<file path="src/rtl/mdio_master_pkg.sv">
package mdio_master_pkg;

    localparam int FRAME_BITS = 64;
    localparam int PRE_BITS   = 32;
    localparam int TA_POS     = 46;
    localparam int DATA_POS   = 48;
    localparam int IDX_W      = $clog2(FRAME_BITS);

    localparam logic [1:0] START_PAT = 2'b01;
    localparam logic [1:0] OP_READ   = 2'b10;
    localparam logic [1:0] OP_WRITE  = 2'b01;
    localparam logic [1:0] TA_WRITE  = 2'b10;

    // System cycles per MDC half period, rounded up so MDC never exceeds the limit
    function automatic int mdc_half(input int clk_hz, input int mdc_hz);
        int h;
        h = (clk_hz + 2 * mdc_hz - 1) / (2 * mdc_hz);
        return (h < 1) ? 1 : h;
    endfunction

endpackage

</file>
<file path="src/rtl/mdio_mdc_gen.sv">
module mdio_mdc_gen #(
    parameter int HALF = 20
) (
    input  logic clk,
    input  logic rst_n,
    input  logic run,
    output logic mdc,
    output logic rise_stb,
    output logic fall_stb
);
    localparam int CW = (HALF > 1) ? $clog2(HALF) : 1;
    localparam logic [CW-1:0] LAST = CW'(HALF - 1);

    typedef struct packed {
        logic [CW-1:0] cnt;
        logic          mdc;
    } gen_t;

    gen_t q, d;
    logic tick;

    assign tick     = run && (q.cnt == LAST);
    assign rise_stb = tick && !q.mdc;
    assign fall_stb = tick && q.mdc;
    assign mdc      = q.mdc;

    always_comb begin
        d = q;
        if (!run) begin
            d = '0;
        end else if (tick) begin
            d.cnt = '0;
            d.mdc = !q.mdc;
        end else begin
            d.cnt = q.cnt + 1'b1;
        end
    end

    always_ff @(posedge clk or negedge rst_n) begin
        if (!rst_n) q <= '0;
        else        q <= d;
    end

endmodule

</file>
<file path="src/rtl/mdio_frame_seq.sv">
module mdio_frame_seq
    import mdio_master_pkg::*;
(
    input  logic        clk,
    input  logic        rst_n,
    input  logic        req_valid,
    input  logic        req_read,
    input  logic [4:0]  req_phy,
    input  logic [4:0]  req_reg,
    input  logic [15:0] req_wdata,
    input  logic        rise_stb,
    input  logic        fall_stb,
    input  logic        mdio_in,
    output logic        busy,
    output logic        done,
    output logic [15:0] rd_data,
    output logic        mdio_oe,
    output logic        mdio_out
);
    localparam logic [IDX_W-1:0] LAST_IDX = IDX_W'(FRAME_BITS - 1);
    localparam logic [IDX_W-1:0] TA_IDX   = IDX_W'(TA_POS);
    localparam logic [IDX_W-1:0] DATA_IDX = IDX_W'(DATA_POS);

    typedef struct packed {
        logic             busy;
        logic             done;
        logic             rd;
        logic [IDX_W-1:0] idx;
        logic [31:0]      word;   // bits after the preamble, MSB sent first
        logic             oe;
        logic             out;
        logic [15:0]      shin;
        logic [15:0]      rdata;
    } seq_t;

    seq_t q, d;
    logic [IDX_W-1:0] nidx;

    always_comb begin
        d      = q;
        d.done = 1'b0;
        nidx   = q.idx + 1'b1;
        if (!q.busy) begin
            if (req_valid) begin
                d.busy = 1'b1;
                d.rd   = req_read;
                d.idx  = '0;
                d.word = {START_PAT, req_read ? OP_READ : OP_WRITE,
                          req_phy, req_reg, TA_WRITE,
                          req_read ? 16'h0000 : req_wdata};
                d.oe   = 1'b1;
                d.out  = 1'b1;
            end
        end else begin
            if (rise_stb && q.rd && (q.idx >= DATA_IDX))
                d.shin = {q.shin[14:0], mdio_in};
            if (fall_stb) begin
                if (q.idx == LAST_IDX) begin
                    d.busy = 1'b0;
                    d.done = 1'b1;
                    d.oe   = 1'b0;
                    d.out  = 1'b1;
                    if (q.rd) d.rdata = q.shin;
                end else begin
                    d.idx = nidx;
                    d.out = nidx[IDX_W-1] ? q.word[~nidx[4:0]] : 1'b1;
                    d.oe  = !(q.rd && (nidx >= TA_IDX));
                end
            end
        end
    end

    always_ff @(posedge clk or negedge rst_n) begin
        if (!rst_n) q <= '0;
        else        q <= d;
    end

    assign busy     = q.busy;
    assign done     = q.done;
    assign rd_data  = q.rdata;
    assign mdio_oe  = q.oe;
    assign mdio_out = q.out;

endmodule

</file>
<file path="src/rtl/mdio_master.sv">
module mdio_master #(
    parameter int CLK_HZ     = 100_000_000,
    parameter int MDC_MAX_HZ = 2_500_000
) (
    input  logic        clk,
    input  logic        rst_n,
    input  logic        req_valid,
    input  logic        req_read,
    input  logic [4:0]  req_phy,
    input  logic [4:0]  req_reg,
    input  logic [15:0] req_wdata,
    output logic        busy,
    output logic        done,
    output logic [15:0] rd_data,
    output logic        mdc,
    output logic        mdio_oe,
    output logic        mdio_out,
    input  logic        mdio_in
);
    localparam int HALF = mdio_master_pkg::mdc_half(CLK_HZ, MDC_MAX_HZ);

    logic rise_stb;
    logic fall_stb;

    mdio_mdc_gen #(.HALF(HALF)) u_mdc (
        .clk      (clk),
        .rst_n    (rst_n),
        .run      (busy),
        .mdc      (mdc),
        .rise_stb (rise_stb),
        .fall_stb (fall_stb)
    );

    mdio_frame_seq u_seq (
        .clk       (clk),
        .rst_n     (rst_n),
        .req_valid (req_valid),
        .req_read  (req_read),
        .req_phy   (req_phy),
        .req_reg   (req_reg),
        .req_wdata (req_wdata),
        .rise_stb  (rise_stb),
        .fall_stb  (fall_stb),
        .mdio_in   (mdio_in),
        .busy      (busy),
        .done      (done),
        .rd_data   (rd_data),
        .mdio_oe   (mdio_oe),
        .mdio_out  (mdio_out)
    );

endmodule

</file>
<file path="config.mk">
export PLATFORM = sky130hd
export DESIGN_NAME = mdio_master
export DESIGN_NICKNAME = d
export VERILOG_FILES = /design/src/rtl/mdio_master_pkg.sv /design/src/rtl/mdio_mdc_gen.sv /design/src/rtl/mdio_frame_seq.sv /design/src/rtl/mdio_master.sv
export SDC_FILE = /design/constraint.sdc
export NUM_CORES = 1
export LEC_CHECK = 0
export CORE_MARGIN = 1.5
export CORE_UTILIZATION = 55
export DETAILED_ROUTE_END_ITERATION = 6
export PLACE_DENSITY = 0.9
export SYNTH_ARGS = -nofsm -noshare
export SYNTH_HDL_FRONTEND = slang
export SYNTH_SLANG_ARGS = --single-unit
</file>
<file path="constraint.sdc">
create_clock -name clk -period 3.3 [get_ports clk]
set_input_delay 0.33 -clock clk [delete_from_list [all_inputs] [get_ports clk]]
set_output_delay 0.33 -clock clk [all_outputs]
set_load 0.01 [all_outputs]
</file>
==> metrics.yaml <==
status:
  status: "completed"
clock_tree:
  cts_setup_buffers: 0
  clk_latency_ns: 0.34
  ctsResizeCount: 0
  clk_pin_slew_ns: 0.08
  cts_tree: "done"
  h-tree-depth: 3
  clkSinkCount: 77
  cts_made_buffers: 9
  cts_buffer_depth: 2
  cts-root-buf: "clkbuf_8"
  ctsHoldBuffers: 0
power_and_ir_drop:
  sequentialPowerShare_pct: 45.2
  p_int_mw: 1.899
  p_leak_nw: 1.948
  power_switching_uw: 808.6
  worst_ir_drop_vdd_mv: 0.4623
  p_sw_share_pct: 29.87
  powerDensity_nw_per_um2: 643.8
  total_power_mw: 2.707
  p_clk_share_pct: 29.2
  p_comb_share_pct: 25.6
synthesis:
  synth_area_um2: 3542
  synth_flop_cell: "dfrtp_1"
  syn_avg_cell_area_um2: 11.58
  synth-edff-count: 0
  synth_compound_area_share_pct: 5.934
  yosysWarnings: 0
  synth_cell_types: 38
  ys_top_cells_by_area: "dfrtp_1 54%, mux2_2 9.5%, nand2_1 5.8%"
  ys_seq_elements: 77
  yosysSeqAreaShare_pct: 54.40
  synth.most_common_cell: "dfrtp_1"
  synthAdderAreaFrac_pct: 1.060
  synth-simple-area-share_pct: 15.72
  syn_inst: 306
  synth_top_area_cell: "dfrtp_1"
  muxShareOfSynthArea_pct: 15.54
  syn-num-nets: 340
  yosys-top-cells-count: "77 x dfrtp_1, 55 x nand2_1, 30 x mux2_2"
  synth_top_area_share_pct: 54.40
  synth-async-reset-ratio_pct: 100.0
  synth_top_family_by_area: "simple AND/OR/NAND/NOR gates"
  synth_xor_area_share_pct: 1.484
worst_setup_path:
  cp-start-kind: "flip-flop"
  critPathRequiredTime_ns: 3.53
  critPathArrivalTime_ns: 2.68
  endpoint_kind: "flip-flop"
  cp_max_fo: 16
  crit_type: "flip-flop to flip-flop"
  r2r-start: "u_seq.q[66]$_DFFE_PN0P_"
  reg2reg_depth: 5
  critPathLaunch: "u_seq.q[66]$_DFFE_PN0P_"
floorplanning:
  core-area_um2: 6277
  dieArea_um2: 6931
  num_rows: 29
  pin_count: 52
  initial_utilization_pct: 56.43
  die_y_um: 83.25
  die_x_um: 83.25
min_path:
  min_path_type: "primary input to async pin"
global_routing:
  globalRouteTotalUtil_pct: 19.08
  use_met2_pct: 29.42
  grt_use_met1_pct: 25.76
  gr-max-usage-layer: "met2"
  grt_pass1_vias: 2222
  grt_pass1_wl_um: 10460
  grtUsageMet3_pct: 3.678
  gr-total-overflow: 0
  antenna_found_initial: 0
  grt_max_degree: 78
route:
  drc: 0
  drtPass1Iterations: 4
  wl_um: 5994
  vias_per_cell: 5.277
  drtIter0Drc: 96
  ant_nets: 0
  vias: 2232
  post_drt_wl_per_cell_um: 14.17
placed_design:
  hpwl_um: 4074
  io_buffers: 51
  numPlacedInstances: 407
  gp_congestion: 0.8711
timing:
  fin_crit_sh_pct: 74.39
  period_minus_slack_ns: 2.455
  slew_viol_final: 0
  fin_tns_setup_ns: 0
  fmax_mhz: 407.4
  hold_viol: 0
  relSlewSlack_pct: 36.81
  worst_pin_slew_ns: 0.9479
  grt_setup_unrepaired: "false"
  fin_skew_ns: 0.008403
  setup_viol: 0
final_layout:
  multi_input_area_um2: 1408
  num-fill-cells: 487
  drive_gt1_share_pct: 19.08
  area_delta_synth_final_pct: 18.72
  nNetsFinal: 375
  antenna_cells: 0
  stdcell_count: 423
  seqCellArea_um2: 1927
run:
  drv_cap: 0
flip-flops by register name, summed over array words and instances, names as in the netlist:
register,flops
u_seq.mdio_oe,1
u_seq.busy,1
u_seq.done,1
u_seq.rd_data,16
u_mdc.q,5
u_mdc.mdc,1
u_seq.q,51
u_seq.mdio_out,1
final timing paths:
| kind | endpoint | slack, ns |
|---|---|---|
| worst min register to register | u_mdc.q[1]$_DFF_PN0_ | 0.47 |
| worst max-delay path | u_seq.mdio_out$_DFFE_PN0P_ | 0.85 |
| min in group clk | u_mdc.q[1]$_DFF_PN0_ | 0.47 |
| worst max register to register | u_seq.mdio_out$_DFFE_PN0P_ | 0.85 |
| worst min-delay path | u_seq.rd_data[7]$_DFFE_PN0P_ | 0.11 |
| max in group asynchronous | u_seq.q[59]$_DFFE_PN0P_ | 2.55 |
kinds of logic after synthesis:
kind of cell	count (synthesis)
AOI/OAI and AO/OA	37
xor gates and xnor gates	6
adders and majority gates	3
buffers and inverters	34
DFF	77
muxes	41
and+or+nand+nor	108
metrics by stage:
step	util, %	hold WS, ns	setup WS, ns	area, um2
floorplan	-	0.03441	1.150	3542
global placement	63.40	0.4461	0.9065	3980
detailed placement	63.40	0.4630	0.8136	3980
CTS	66.99	0.1561	0.8088	4205
global route	66.99	0.2004	0.6310	4205
finish	66.99	0.1139	0.8453	4205
area by class of cell:
cell class / count / area share (%)
clock buffer: 12 / 3.689
clock inverter: 4 / 1.666
inverter: 3 / 0.2678
multi-input combinational: 195 / 33.47
sequential: 77 / 45.82
tap: 77 / 2.291
timing repair buffer: 55 / 12.79
power by group through the flow:
stage	clock (mW)	sequential [mW]	combinational, mW
after global placement	0	1.23	0.661
after floorplan	0	1.18	0.555
after CTS	0.808	1.22	0.699
after detailed placement	0	1.24	0.695
final	0.792	1.22	0.692
after global routing	0.852	1.25	0.784
cell usage in the layout (no fill, tap or decap), drive strengths merged, types with 2 or more instances in the layout:
cell            n
clkdlybuf4s50  50
nand2b         19
xor2            4
buf             5
ha              3
nor3            4
xnor2           2
nor2            6
mux2           33
mux4            7
clkbuf         12
dfrtp          77
bufinv          2
nand2          55
inv             3
a21oi           5
clkinv          2
nand3          13
o21ai          24
nor2b           5
per-layer routing:
layer	up-vias	share of wire, %	wire (um)
met5	-	0	0
met4	0	2.3	138
met3	11	3.3	200
met2	55	49	2908
met1	1068	46	2746
li1	1098	-	-
worst max-delay path: stages, from the launching register on:
cell and delay, ns:
dfrtp_1 0.62, ha_1 0.67, mux4_2 0.38, mux4_2 0.46, nor3_1 0.14, a211oi_1 0.07
Note: power is estimated with default switching activity, not from simulation.
